$ cat config.mk
export PLATFORM = sky130hd
export DESIGN_NAME = sar_seq_ctrl
export DESIGN_NICKNAME = d
export VERILOG_FILES = /design/src/rtl/sar_seq_pkg.sv /design/src/rtl/strobe_sync.sv /design/src/rtl/phase_counter.sv /design/src/rtl/sar_register.sv /design/src/rtl/sar_seq_ctrl.sv
export SDC_FILE = /design/constraint.sdc
export NUM_CORES = 1
export LEC_CHECK = 0
export BUFFER_PORTS_ARGS = -buffer_cell sky130_fd_sc_hd__buf_4
export CAP_MARGIN = 40
export CORE_MARGIN = 3
export CORE_UTILIZATION = 54
export CTS_CLUSTER_DIAMETER = 80
export DETAILED_ROUTE_END_ITERATION = 10
export GPL_TIMING_DRIVEN = 0
export PLACE_DENSITY = 0.78
export SLEW_MARGIN = 20
export SYNTH_ARGS = -nofsm -noshare
export SYNTH_HDL_FRONTEND = slang
export SYNTH_HIERARCHICAL = 1
export SYNTH_SLANG_ARGS = --single-unit
$ cat constraint.sdc
create_clock -name clk -period 2.7 [get_ports clk]
set_input_delay 0.27 -clock clk [delete_from_list [all_inputs] [get_ports clk]]
set_output_delay 0.27 -clock clk [all_outputs]
set_load 0.005 [all_outputs]
$ cat src/rtl/sar_seq_pkg.sv
package sar_seq_pkg;

    typedef enum logic [1:0] {
        ST_IDLE    = 2'd0,
        ST_SAMP_SW = 2'd1,
        ST_SAMP_HW = 2'd2,
        ST_CONV    = 2'd3
    } seq_state_e;

    localparam int STRB_N  = 3;
    localparam int STRB_RD = 0;
    localparam int STRB_WR = 1;
    localparam int STRB_GO = 2;

endpackage

$ cat src/rtl/strobe_sync.sv
module strobe_sync #(
    parameter int N      = 3,
    parameter int STAGES = 2
) (
    input  logic         clk,
    input  logic         rst,
    input  logic [N-1:0] async_in,
    output logic [N-1:0] rise,
    output logic [N-1:0] fall
);

    // each strobe: STAGES flops for metastability, one more for the edge history
    for (genvar g = 0; g < N; g++) begin : g_chan
        logic [STAGES-1:0] sync_q;
        logic              hist_q;

        always_ff @(posedge clk) begin
            if (rst) begin
                sync_q <= '0;
                hist_q <= 1'b0;
            end else begin
                sync_q <= {sync_q[STAGES-2:0], async_in[g]};
                hist_q <= sync_q[STAGES-1];
            end
        end

        assign rise[g] =  sync_q[STAGES-1] & ~hist_q;
        assign fall[g] = ~sync_q[STAGES-1] &  hist_q;
    end

endmodule

$ cat src/rtl/phase_counter.sv
module phase_counter #(
    parameter int W = 4
) (
    input  logic         clk,
    input  logic         rst,
    input  logic         clr,
    input  logic         adv,
    output logic [W-1:0] count
);

    always_ff @(posedge clk) begin
        if (rst || clr) begin
            count <= '0;
        end else if (adv) begin
            count <= count + W'(1);
        end
    end

endmodule

$ cat src/rtl/sar_register.sv
module sar_register #(
    parameter int RES_W = 10,
    parameter int IW    = 4
) (
    input  logic             clk,
    input  logic             rst,
    input  logic             clr,
    input  logic             step,
    input  logic             last,
    input  logic [IW-1:0]    idx,
    input  logic             cmp_hi,
    output logic [RES_W-1:0] trial,
    output logic [RES_W-1:0] result
);

    logic [RES_W-1:0] sar_q;
    logic [RES_W-1:0] probe;
    logic [RES_W-1:0] sar_upd;

    // step idx tests bit RES_W-1-idx (MSB first)
    always_comb begin
        probe = '0;
        for (int i = 0; i < RES_W; i++) begin
            if (idx == IW'(RES_W - 1 - i)) begin
                probe[i] = 1'b1;
            end
        end
        trial   = sar_q | probe;
        sar_upd = cmp_hi ? (sar_q | probe) : sar_q;
    end

    always_ff @(posedge clk) begin
        if (rst) begin
            sar_q  <= '0;
            result <= '0;
        end else if (clr) begin
            sar_q <= '0;
        end else if (step) begin
            sar_q <= sar_upd;
            if (last) begin
                result <= sar_upd;
            end
        end
    end

endmodule

$ cat src/rtl/sar_seq_ctrl.sv
module sar_seq_ctrl
    import sar_seq_pkg::*;
#(
    parameter int RES_W    = 10,
    parameter int SAMP_CYC = 6
) (
    input  logic             clk,
    input  logic             rst,
    input  logic             clk_en,
    input  logic             mode_hw,
    input  logic             rd_strb,
    input  logic             wr_strb,
    input  logic             go_pin,
    input  logic             cmp_hi,
    output logic             samp_en,
    output logic             conv_en,
    output logic             bit_step,
    output logic [RES_W-1:0] sar_trial,
    output logic [RES_W-1:0] result,
    output logic             data_rdy
);

    localparam int CNT_MAX = (SAMP_CYC > RES_W) ? SAMP_CYC : RES_W;
    localparam int CW      = $clog2(CNT_MAX + 1);

    seq_state_e state_q, state_d;

    logic [STRB_N-1:0] strb_rise, strb_fall;
    logic [CW-1:0]     cnt;
    logic              trig, start, samp_last, conv_last, conv_done;
    logic              cnt_clr, cnt_adv;

    strobe_sync #(.N(STRB_N), .STAGES(2)) u_sync (
        .clk      (clk),
        .rst      (rst),
        .async_in ({go_pin, wr_strb, rd_strb}),
        .rise     (strb_rise),
        .fall     (strb_fall)
    );

    // mode picks which edges count as a start request
    assign trig      = mode_hw ? strb_fall[STRB_GO] : (|strb_rise);
    assign start     = (state_q == ST_IDLE) && trig;
    assign samp_last = (cnt == CW'(SAMP_CYC - 1));
    assign conv_last = (cnt == CW'(RES_W - 1));
    assign conv_done = (state_q == ST_CONV) && clk_en && conv_last;

    // state register
    always_ff @(posedge clk) begin
        if (rst) begin
            state_q <= ST_IDLE;
        end else begin
            state_q <= state_d;
        end
    end

    // next state
    always_comb begin
        state_d = state_q;
        unique case (state_q)
            ST_IDLE: begin
                if (trig) begin
                    state_d = mode_hw ? ST_SAMP_HW : ST_SAMP_SW;
                end
            end
            ST_SAMP_SW: begin
                if (clk_en && samp_last) begin
                    state_d = ST_CONV;
                end
            end
            ST_SAMP_HW: begin
                if (strb_rise[STRB_GO]) begin
                    state_d = ST_CONV;
                end
            end
            ST_CONV: begin
                if (clk_en && conv_last) begin
                    state_d = ST_IDLE;
                end
            end
            default: state_d = ST_IDLE;
        endcase
    end

    // outputs
    always_comb begin
        samp_en  = 1'b0;
        conv_en  = 1'b0;
        bit_step = 1'b0;
        unique case (state_q)
            ST_IDLE:    ;
            ST_SAMP_SW: samp_en = 1'b1;
            ST_SAMP_HW: samp_en = 1'b1;
            ST_CONV: begin
                conv_en  = 1'b1;
                bit_step = clk_en;
            end
            default: ;
        endcase
    end

    assign cnt_clr = (state_q == ST_IDLE) || (state_d != state_q);
    assign cnt_adv = clk_en && ((state_q == ST_SAMP_SW) || (state_q == ST_CONV));

    phase_counter #(.W(CW)) u_cnt (
        .clk   (clk),
        .rst   (rst),
        .clr   (cnt_clr),
        .adv   (cnt_adv),
        .count (cnt)
    );

    sar_register #(.RES_W(RES_W), .IW(CW)) u_sar (
        .clk    (clk),
        .rst    (rst),
        .clr    (start),
        .step   (bit_step),
        .last   (conv_last),
        .idx    (cnt),
        .cmp_hi (cmp_hi),
        .trial  (sar_trial),
        .result (result)
    );

    always_ff @(posedge clk) begin
        if (rst) begin
            data_rdy <= 1'b0;
        end else if (start) begin
            data_rdy <= 1'b0;
        end else if (conv_done) begin
            data_rdy <= 1'b1;
        end
    end

endmodule

; Word-level counts from Yosys, hierarchy flattened
; Index checks and enable logic that the tools add are counted.
[op_classes]
n_addsub = 1
n_eq_ne = 13
n_mux = 21
n_bitwise = 10
n_reduce_logical = 15
[ops]
columns = operator, count
row1 = $eq 4x3->1 const B, 4
row2 = $mux 1, 14
row3 = $mux 10, 1
row4 = $mux 2, 5
row5 = $or 10x10->10, 1
row6 = $eq 4x2->1 const B, 2
row7 = $eq 4x4->1 const B, 2
row8 = $pmux 2 s4, 1
row9 = $logic_and 1x1->1, 6
row10 = $not 1->1, 5
row11 = $add 4x1->4 const B, 1
row12 = $and 1x1->1, 4
row13 = $eq 2x2->1 const B, 2
row14 = $eq 4x1->1 const B, 1
row15 = $logic_not 4->1, 1
row16 = $reduce_or 2->1, 2
row17 = $logic_or 1x1->1, 3
row18 = $reduce_and 3->1, 1
row19 = $reduce_or 3->1, 1
row20 = $eq 2x1->1 const B, 1
row21 = $logic_not 2->1, 1
row22 = $ne 2x2->1, 1
[word_totals]
register_bits = 36
wordCells = 71

; Depth between registers and ports, before layout
; Gate-level depths: netlist of the first run.
[depth]
ltp_word = 9
ltp_mapped = 8

; Hierarchy
; The synthesis of the first run kept the hierarchy.
[modules_own_cells]
columns = mod, n_inst, cells_per_inst, area_each_um2, seq_area_each_um2
row1 = sar_register, 1, 97, 905.9, 400.4
row2 = sar_seq_ctrl, 1, 45, 365.4, 60.1
row3 = strobe_sync, 1, 24, 274.0, 180.2
row4 = phase_counter, 1, 17, 177.7, 80.1

; Least setup slack after synthesis of the first run
; OpenSTA, ideal clock, no wires.
[synth_timing]
path_type = register to register
start = register u_cnt.count[2]
end = register u_cnt.count[2]
setup_ps = 70
t_arrival_ps = 1816
t_required_ps = 2630
slack_ps = 814
path_stages_with_launch = 7
n_path_buf = 0
period_less_slack_ps = 1886
cell_sequence = dfxtp_1 and4bb_4 a21boi_4 o21ai_1 a311o_1 or2_2 a21oi_1
[synth_between]
elab_chain_cells = 7
[synth_rtl]
columns = element, line
row1 = from (decl), phase_counter.sv:8  ; output logic [W-1:0] count
row2 = from (signal assigned), phase_counter.sv:15  ; count <= count + W'(1);
row3 = $eq 4x4->1, sar_seq_ctrl.sv:45  ; assign conv_last = (cnt == CW'(RES_W - 1));
row4 = via conv_last, sar_seq_ctrl.sv:30  ; logic trig, start, samp_last, conv_last, conv_done;
row5 = $logic_and 1x1->1, sar_seq_ctrl.sv:77  ; if (clk_en && conv_last) begin
row6 = $mux 2, sar_seq_ctrl.sv:77
row7 = $pmux 2 s4, sar_seq_ctrl.sv:60  ; unique case (state_q)
row8 = $ne 2x2->1, sar_seq_ctrl.sv:102  ; assign cnt_clr = (state_q == ST_IDLE) || (state_d != state_q);
row9 = $logic_or 1x1->1, sar_seq_ctrl.sv:102
row10 = via cnt_clr, sar_seq_ctrl.sv:31  ; logic cnt_clr, cnt_adv;
row11 = $logic_or 1x1->1, phase_counter.sv:12  ; if (rst || clr) begin
; The timed path passes the listed nets, and every way through them passes these cells.
; A chain may end at the register's enable or synchronous reset.

; Worst setup path after layout of the first run
; Ends and elaborated chain as after synthesis.

==> reports/results.ini, run 1 <==
[run_status]
status = completed

[die]
start_util_pct = 59.5
boundaryPins = 32
die_y_um = 62.3
rows = 19
die_x_um = 62.3
core_area_mm2 = 0.00288
die-area_mm2 = 0.00388

[timing]
fin_crit_sh_pct = 77.5
fin_crit_ns = 2.09
finClkSkew_ns = 0.00536
fmax_ghz = 0.478
hold_violations = 0
slew_viol_final = 0
relSlewSlack_pct = 66.2
setup_viol = 0
rsz0062_at_grt = false
tightest_slew_ns = 0.506
setup_tns_ns = 0
layout_setup_ws_ns = 0.609

[final_layout]
area_growth_pct = 20.5
nets = 232
n_antenna_cell = 0
multi_input_area_um2 = 945
drive_gt1_share_pct = 25.1
seqCellArea_um2 = 721
fill_cells = 238

[detailed_routing]
route.detailed.drc = 0
avgViaCountPerCell = 5.54
drt_first_pass_iters = 4
drtIter0Drc = 48
drtAntennaViolNets = 0
wirelength_um = 3480
dr_total_vias = 1445
routedWlPerCell_um = 13.3

[yosys]
yosysWarningCount = 6
synthesis.nets = 194
syn_inst = 181
syn-cell-area_mm2 = 0.00171
synth.avg_cell_area_um2 = 9.45

[cts]
clkSlewWorstSetupHoldPaths_ns = 0.10
cts_setup_buffers = 0
hold_buffers = 0
cts_buffers = 5
worstSkewPairLatency_ns = 0.33
cts_tree = built
ctsResizeCount = 0
cts_sinks = 36
clockRootBuffer = clkbuf_4
htree_levels = 2
clock_path_buffers = 2

[worst_setup_path]
max_stage_delay_ns = 0.65
path_buf_inv = 0
cp_max_fo = 13
arrival_ns = 2.35
path_class = flop to flop
timing.rr.end = u_cnt/count[2]$_SDFFE_PP0P_
startpoint_type = flop
cp.required_ns = 2.96
cp-end-kind = flop
slowest_stage = dfxtp_1
rr_startpoint = u_cnt/count[2]$_SDFFE_PP0P_
worstPathCellList = and4bb_4 > a21boi_4 > nor4b_2 > a311o_1 > or2_2 > a21oi_1
r2r_cells = 6
path_delay_family = simple AND/OR/NAND/NOR gates
regToRegSetupSlack_ns = 0.61

[worst_hold_path]
hold_end = u_sync/g_chan[2].sync_q[0]$_SDFF_PP0_
min_from = go_pin
hp-class = input port to flop
holdPathStages = 2

[grt]
track_usage_pct = 20.0
antenna_found_initial = 0
gr-total-overflow = 0
grt_pass1_vias = 1456
grt_pass1_wl_um = 6380
grt_max_degree = 19

[power]
ir_drop_uv = 539
powerDensity_mw_per_mm2 = 542
p_leak_nw = 0.879

[placement]
dpl.hpwl_um = 2570
gp_congestion = 0.806
place_ws_ns = 0.626
port_buffers = 31

[run]
maxCapViolCount = 0

## final cells by class
class                      count  area share (%)
timing repair buffer          31            11.3
sequential                    36            35.0
clock buffer                   7            3.16
tap                           42            2.55
multi-input combinational    136            45.8
buffer                         6            1.64
inverter                       3           0.546
## metal layers
metal	part of all wire (%)	global-route usage (%)
met4	0.89	6.06
met2	49	36.2
met5	0	0
met3	4.8	6.49
met1	46	22.3
## sequential cells by signal (all words and copies together), names as in the netlist
register	cells
data_rdy	1
state_q	2
u_cnt/count	4
u_sar/result	10
u_sar/sar_q	10
u_sync/g_chan.hist_q	3
u_sync/g_chan.sync_q	6
## layout by cell type (no fill, tap or decap), types with 2 or more instances in the layout
cell type / instances
dfxtp_1: 36
a22o_1: 4
o21ai_1: 2
clkbuf_4: 5
a21oi_1: 9
ha_1: 5
o21ai_0: 3
nor2_1: 23
buf_2: 3
nand3b_1: 2
nand2_1: 2
a21o_1: 8
clkbuf_1: 2
clkbuf_8: 2
a31oi_1: 6
or2_2: 3
buf_4: 31
nor2b_1: 16
and2_1: 3
o211ai_1: 2
nor3_1: 13
nand4_1: 2
and3b_2: 2
a211oi_1: 10
inv_1: 3
nor4b_4: 2
## worst max-delay path by stage
stage                                            from  cells after the start                            to  slack [ns]
final                     u_cnt/count[2]$_SDFFE_PP0P_                      6   u_cnt/count[2]$_SDFFE_PP0P_        0.61
after global routing            state_q[1]$_SDFF_PP0_                      7  u_sar/result[3]$_SDFFE_PP0P_        0.41
after CTS                 u_cnt/count[2]$_SDFFE_PP0P_                      6   u_cnt/count[2]$_SDFFE_PP0P_        0.61
after detailed placement  u_cnt/count[2]$_SDFFE_PP0P_                      6   u_cnt/count[2]$_SDFFE_PP0P_        0.63
after global placement    u_cnt/count[2]$_SDFFE_PP0P_                      6   u_cnt/count[2]$_SDFFE_PP0P_        0.64
after floorplan           u_cnt/count[2]$_SDFFE_PP0P_                      6   u_cnt/count[2]$_SDFFE_PP0P_        0.81
## report_power, final
group,switching (W),leakage [nW],internal (W)
sequential,0.0000188,0.292,0.000547
clock,0.000162,0.0374,0.000148
combinational,0.000135,0.550,0.000106
## through the flow
stage	instance area, µm²	instances	hold WS [ns]	utilization [%]	total power [W]
finish	2060	261	0.146	71.6	0.00112
global route	2060	261	0.140	71.6	0.00120
CTS	2060	261	0.132	71.6	0.00113
detailed placement	2000	254	0.428	69.4	0.000818
global placement	2000	254	0.418	69.4	0.000805
floorplan	1710	181	0.339	-	0.000746
No activity file was read; power rests on OpenSTA's default activity.
==> run 2: changes to the inputs <==
clock period = 2.2 ns   (was 2.7 ns; I/O delays follow)
==> reports/results.ini, run 2 (synthesized netlist as in run 1, its figures left out) <==
[timing]
hold_violations = 0  ; unchanged
finClkSkew_ns = 0.00510  ; -0.000257 ns
fmax_ghz = 0.488  ; +2.1%
fin_crit_ns = 2.05  ; -0.0435 ns
setup_tns_ns = 0  ; unchanged
hold_slack_ns = 0.0960  ; -0.0500 ns
fin_crit_sh_pct = 93.1  ; +16 points
relSlewSlack_pct = 69.4  ; +3.2 points
setup_viol = 0  ; unchanged
slew_viol_final = 0  ; unchanged
tightest_slew_ns = 0.460  ; -0.0466 ns
rsz0062_at_grt = false

[worst_setup_path]
cp-end-kind = flop
slowest_stage = dfxtp_1
cp_max_fo = 10  ; -3
max_stage_delay_ns = 0.42  ; -0.23 ns
r2r_cells = 8  ; +2
path_class = flop to flop
arrival_ns = 2.32  ; -0.03 ns
cp.required_ns = 2.48  ; -0.48 ns
startpoint_type = flop
worstPathCellList = inv_1 > ha_1 > buf_2 > and2_1 > or2_1 > buf_6 > nor4b_4 > a22o_1

[final_layout]
most-common-layout-cells = 35 x dfxtp_1, 32 x buf_4, 23 x nor2_1, 16 x nor2b_1, 13 x nor3_1
area_growth_pct = 20.8
drive_gt1_share_pct = 26.0  ; +0.91 points
nets = 232  ; unchanged
n_antenna_cell = 0  ; unchanged
layout_commonest_cell = dfxtp_1
top_regs = u_sar/result: 10 flops, u_sar/sar_q: 10 flops, u_sync/g_chan.sync_q: 6 flops

[die]
die_y_um = 62.3  ; unchanged
boundaryPins = 32  ; unchanged
die-area_mm2 = 0.00388  ; unchanged
die_x_um = 62.3  ; unchanged
core_area_mm2 = 0.00288  ; unchanged
start_util_pct = 59.5  ; unchanged
rows = 19  ; unchanged

[worst_hold_path]
holdPathStages = 2  ; unchanged
hp-class = input port to flop

[power]
power.total_w = 0.00137  ; +23%
ir_drop_uv = 661  ; +23%
p_leak_nw = 0.883  ; +0.40%
powerDensity_mw_per_mm2 = 663  ; +22%

[grt]
track_usage_pct = 20.0  ; unchanged
grt_pass1_wl_um = 6380  ; unchanged
gr-total-overflow = 0  ; unchanged
grt_max_degree = 19  ; unchanged
antenna_found_initial = 0  ; unchanged
grt_pass1_vias = 1456  ; unchanged

[detailed_routing]
avgViaCountPerCell = 5.57  ; +0.69%
drtAntennaViolNets = 0  ; unchanged
dr_total_vias = 1455  ; +0.69%
drt_first_pass_iters = 4  ; unchanged
drtIter0Drc = 63  ; +31%
wirelength_um = 3470  ; -0.17%
routedWlPerCell_um = 13.3  ; -0.17%
route.detailed.drc = 0  ; unchanged

[cts]
clock_path_buffers = 2  ; unchanged
clkSlewWorstSetupHoldPaths_ns = 0.10  ; about the same
worstSkewPairLatency_ns = 0.33  ; about the same
cts_buffers = 5  ; unchanged
cts_tree = built
cts_sinks = 36  ; unchanged
htree_levels = 2  ; unchanged
clockRootBuffer = clkbuf_4

[run_status]
status = completed

[run]
maxCapViolCount = 0  ; unchanged

[placement]
dpl.hpwl_um = 2570  ; unchanged
port_buffers = 31  ; unchanged
gp_congestion = 0.806  ; unchanged

[run 2: timing repair]
item                                    4_1_cts  5_1_grt
gates resized for setup                       0        1
endpoints found under the setup margin        0       13
hold buffers                                  0        0
buffers inserted                              0        1
[run 2: report_power, final]
part	internal [W]	leakage [nW]	switching, W
Combinational	0.000130	0.553	0.000166
Sequential	0.000672	0.292	0.0000231
Clock	0.000181	0.0374	0.000199
Total	0.000983	0.883	0.000387
[run 2: path summary, 6_finish.rpt]
path                                    startpoint                                     to  slack [ns]
min                                         go_pin  u_sync/g_chan[2].sync_q[0]$_SDFF_PP0_         0.1
max reg2reg                  state_q[1]$_SDFF_PP0_            u_sar/sar_q[7]$_SDFFE_PP0P_        0.15
min reg2reg  u_sync/g_chan[1].sync_q[0]$_SDFF_PP0_  u_sync/g_chan[1].sync_q[1]$_SDFF_PP0_        0.45
max                          state_q[1]$_SDFF_PP0_            u_sar/sar_q[7]$_SDFFE_PP0P_        0.15
[run 2: per-layer routing]
metal / part of all wire [%] / track usage, % / vias to the layer above
li1: - / - / 735
met3: 5.4 / 6.49 / 6
met2: 48 / 36.2 / 38
met4: 1.3 / 6.06 / 0
met5: 0 / 0 / -
met1: 45 / 22.3 / 676
[run 2: stage by stage]
step	cells	utilization (%)	setup WS (ns)	cell area [µm²]
2_1_floorplan	181	-	0.314	1710
3_3_place_gp	254	69.4	0.145	2000
3_5_place_dp	254	69.4	0.126	2000
4_1_cts	261	71.6	0.105	2060
5_1_grt	261	71.8	0.00846	2070
6_report	261	71.8	0.152	2070
[run 2: layout make-up]
class                      instances  area, µm²
inverter                           3       11.3
timing repair buffer              32        240
clock buffer                       7       65.1
sequential                        36        722
fill                             235        811
buffer                             5       30.0
tap                               42       52.6
multi-input combinational        136        945
[run 2: worst max-delay path: cells and delay by family (launching register included)]
kind / cells / cell delay (ns)
simple gates: 3 / 0.75
buf+inv: 3 / 0.45
flops: 1 / 0.42
fa+ha+maj: 1 / 0.19
compound gates: 1 / 0.18
==> run 3: changes to the inputs <==
--- a/config.mk
+++ b/config.mk
@@ -13,3 +13,2 @@
 export DETAILED_ROUTE_END_ITERATION = 10
-export GPL_TIMING_DRIVEN = 0
 export PLACE_DENSITY = 0.78
--- a/constraint.sdc
+++ b/constraint.sdc
@@ -3,2 +3,2 @@
 set_output_delay 0.22 -clock clk [all_outputs]
-set_load 0.005 [all_outputs]
+set_load 0.01 [all_outputs]
==> reports/results.ini, run 3 (synthesized netlist as in run 1, its figures left out) <==
[timing]
fin_crit_sh_pct = 92.7  ; -0.43 points
setup_tns_ns = 0  ; unchanged
fmax_ghz = 0.491  ; +0.46%
relSlewSlack_pct = 68.3  ; -1.0 points
setup_viol = 0  ; unchanged
finClkSkew_ns = 0.000899  ; -0.00420 ns
slew_viol_final = 0  ; unchanged
rsz0062_at_grt = false
fin_crit_ns = 2.04  ; -0.00937 ns
tightest_slew_ns = 0.474  ; +0.0142 ns
hold_slack_ns = 0.0918  ; -0.00420 ns
hold_violations = 0  ; unchanged

[cts]
cts_tree = built
clock_path_buffers = 2  ; unchanged
clockRootBuffer = clkbuf_4
cts_setup_buffers = 0  ; unchanged
hold_buffers = 0  ; unchanged
htree_levels = 2  ; unchanged
ctsResizeCount = 0  ; unchanged
clkSlewWorstSetupHoldPaths_ns = 0.10  ; about the same
worstSkewPairLatency_ns = 0.33  ; about the same
cts_sinks = 36  ; unchanged
cts_buffers = 5  ; unchanged

[final_layout]
area_growth_pct = 20.3
fin_util_pct = 71.6  ; -0.26 points
top_regs = u_sar/result: 10 flops, u_sar/sar_q: 10 flops, u_sync/g_chan.sync_q: 6 flops
drive_gt1_share_pct = 25.1  ; -0.91 points
n_antenna_cell = 0  ; unchanged
most-common-layout-cells = 36 x dfxtp_1, 36 x buf_4, 23 x nor2_1, 16 x nor2b_1, 13 x nor3_1
nets = 231  ; -0.43%
finalNonFillerCells = 261  ; unchanged

[detailed_routing]
drtIter0Drc = 64  ; +1.6%
routedWlPerCell_um = 14.5  ; +9.0%
avgViaCountPerCell = 5.57  ; about the same
wirelength_um = 3780  ; +9.0%
dr_total_vias = 1454  ; -0.069%
route.detailed.drc = 0  ; unchanged
drtAntennaViolNets = 0  ; unchanged
drt_first_pass_iters = 4  ; unchanged

[placement]
dpl.hpwl_um = 2740  ; +6.8%
gp_congestion = 0.881  ; +9.3%
port_buffers = 31  ; unchanged
dp_cells = 252  ; -0.79%

[die]
rows = 19  ; unchanged
core_area_mm2 = 0.00288  ; unchanged
die_y_um = 62.3  ; unchanged
start_util_pct = 59.5  ; unchanged
boundaryPins = 32  ; unchanged
die_x_um = 62.3  ; unchanged
die-area_mm2 = 0.00388  ; unchanged

[grt]
gr-total-overflow = 0  ; unchanged
grt_pass1_vias = 1414  ; -2.9%
track_usage_pct = 20.4  ; +0.35 points
antenna_found_initial = 0  ; unchanged
grt_pass1_wl_um = 6480  ; +1.6%
use_met2_pct = 34.3  ; -1.9 points
met1_usage_pct = 24.6  ; +2.3 points
grt_max_degree = 28  ; +9
met3_usage_pct = 5.95  ; -0.54 points
grt-busiest-layer = met2

[run]
maxCapViolCount = 0  ; unchanged

[worst_setup_path]
cp_max_fo = 10  ; unchanged
worstPathCellList = inv_1 > ha_1 > and2_1 > or2_1 > nor4b_4 > a22o_1
timing.rr.end = u_sar/sar_q[8]$_SDFFE_PP0P_
max_stage_delay_ns = 0.43  ; about the same
cp.required_ns = 2.48  ; about the same
arrival_ns = 2.32  ; about the same
startpoint_type = flop
r2r_cells = 6  ; -2
path_class = flop to flop
regToRegSetupSlack_ns = 0.16  ; about the same
rr_startpoint = state_q[1]$_SDFF_PP0_
slowest_stage = dfxtp_1
cp-end-kind = flop

[power]
p_int_w = 0.000955  ; -2.8%
p_leak_nw = 0.878  ; -0.56%
powerDensity_mw_per_mm2 = 659  ; -0.67%
combPwrFrac_pct = 21.7  ; about the same
power.total_w = 0.00136  ; -1.0%
clkPwrFrac_pct = 27.1  ; -0.6 points
seqPwrFrac_pct = 51.2  ; +0.5 points
p_sw_w = 0.000401  ; +3.4%
switching_share_pct = 29.5  ; +1.3 points
ir_drop_uv = 577  ; -13%

[worst_hold_path]
holdPathStages = 2  ; unchanged
min_from = wr_strb
hold_end = u_sync/g_chan[1].sync_q[0]$_SDFF_PP0_
hp-class = input port to flop

[run_status]
status = completed

-- run 3: changes by cell type in the layout (fill, tap and decap cells not counted) --
| cell | previous run | this run |
|---|---|---|
| clkbuf_1 | 1 | 2 |
| dfxtp_2 | 1 | 0 |
| buf_6 | 1 | 0 |
| buf_4 | 32 | 36 |
| clkbuf_8 | 2 | 1 |
| dfxtp_1 | 35 | 36 |
| buf_2 | 3 | 0 |
-- run 3: worst max-delay path by stage --
stage	startpoint	to	slack [ns]	cells past startpoint
after detailed placement	state_q[1]$_SDFF_PP0_	u_sar/result[0]$_SDFFE_PP0P_	0.16	6
after CTS	state_q[1]$_SDFF_PP0_	u_sar/result[0]$_SDFFE_PP0P_	0.14	6
after global routing	state_q[0]$_SDFF_PP0_	u_sar/sar_q[8]$_SDFFE_PP0P_	0.06	6
after floorplan	u_cnt/count[2]$_SDFFE_PP0P_	u_cnt/count[2]$_SDFFE_PP0P_	0.31	6
after global placement	state_q[1]$_SDFF_PP0_	u_sar/sar_q[7]$_SDFFE_PP0P_	0.24	6
final	state_q[1]$_SDFF_PP0_	u_sar/sar_q[8]$_SDFFE_PP0P_	0.16	6
-- run 3: worst max-delay path, delay by kind of cell (launching register included) --
family                     cells  cell delay [ns]
and+or+nand+nor                3             0.92
DFF                            1             0.43
adders and majority gates      1             0.32
AOI/OAI and AO/OA              1             0.18
buffers and inverters          1             0.14
-- run 3: area by class of cell --
type,instances,area (µm²)
Multi-Input combinational cell,136,945
Fill cell,219,818
Sequential cell,36,721
Timing Repair Buffer,36,270
Clock buffer,8,58.8
Tap cell,42,52.6
Inverter,3,11.3
-- run 3: through the flow --
| step | instance area (µm²) | setup WS, ns |
|---|---|---|
| after global routing | 2060 | 0.0644 |
| final | 2060 | 0.161 |
| after detailed placement | 1990 | 0.159 |
| after CTS | 2050 | 0.145 |
| after global placement | 1990 | 0.244 |
| after floorplan | 1710 | 0.314 |
-- run 3: routing by layer --
metal / routed length, µm / vias to the layer above
met5: 0 / -
met4: 20 / 0
met3: 201 / 2
met2: 1860 / 47
met1: 1700 / 674
li1: - / 731
-- run 3: power groups by stage --
stage / logic (W) / clock network, W / registers [W]
6_report: 0.000294 / 0.000368 / 0.000695
5_1_grt: 0.000331 / 0.000418 / 0.000696
4_1_cts: 0.000294 / 0.000374 / 0.000694
3_5_place_dp: 0.000292 / 0 / 0.000710
3_3_place_gp: 0.000282 / 0 / 0.000708
2_1_floorplan: 0.000221 / 0 / 0.000703
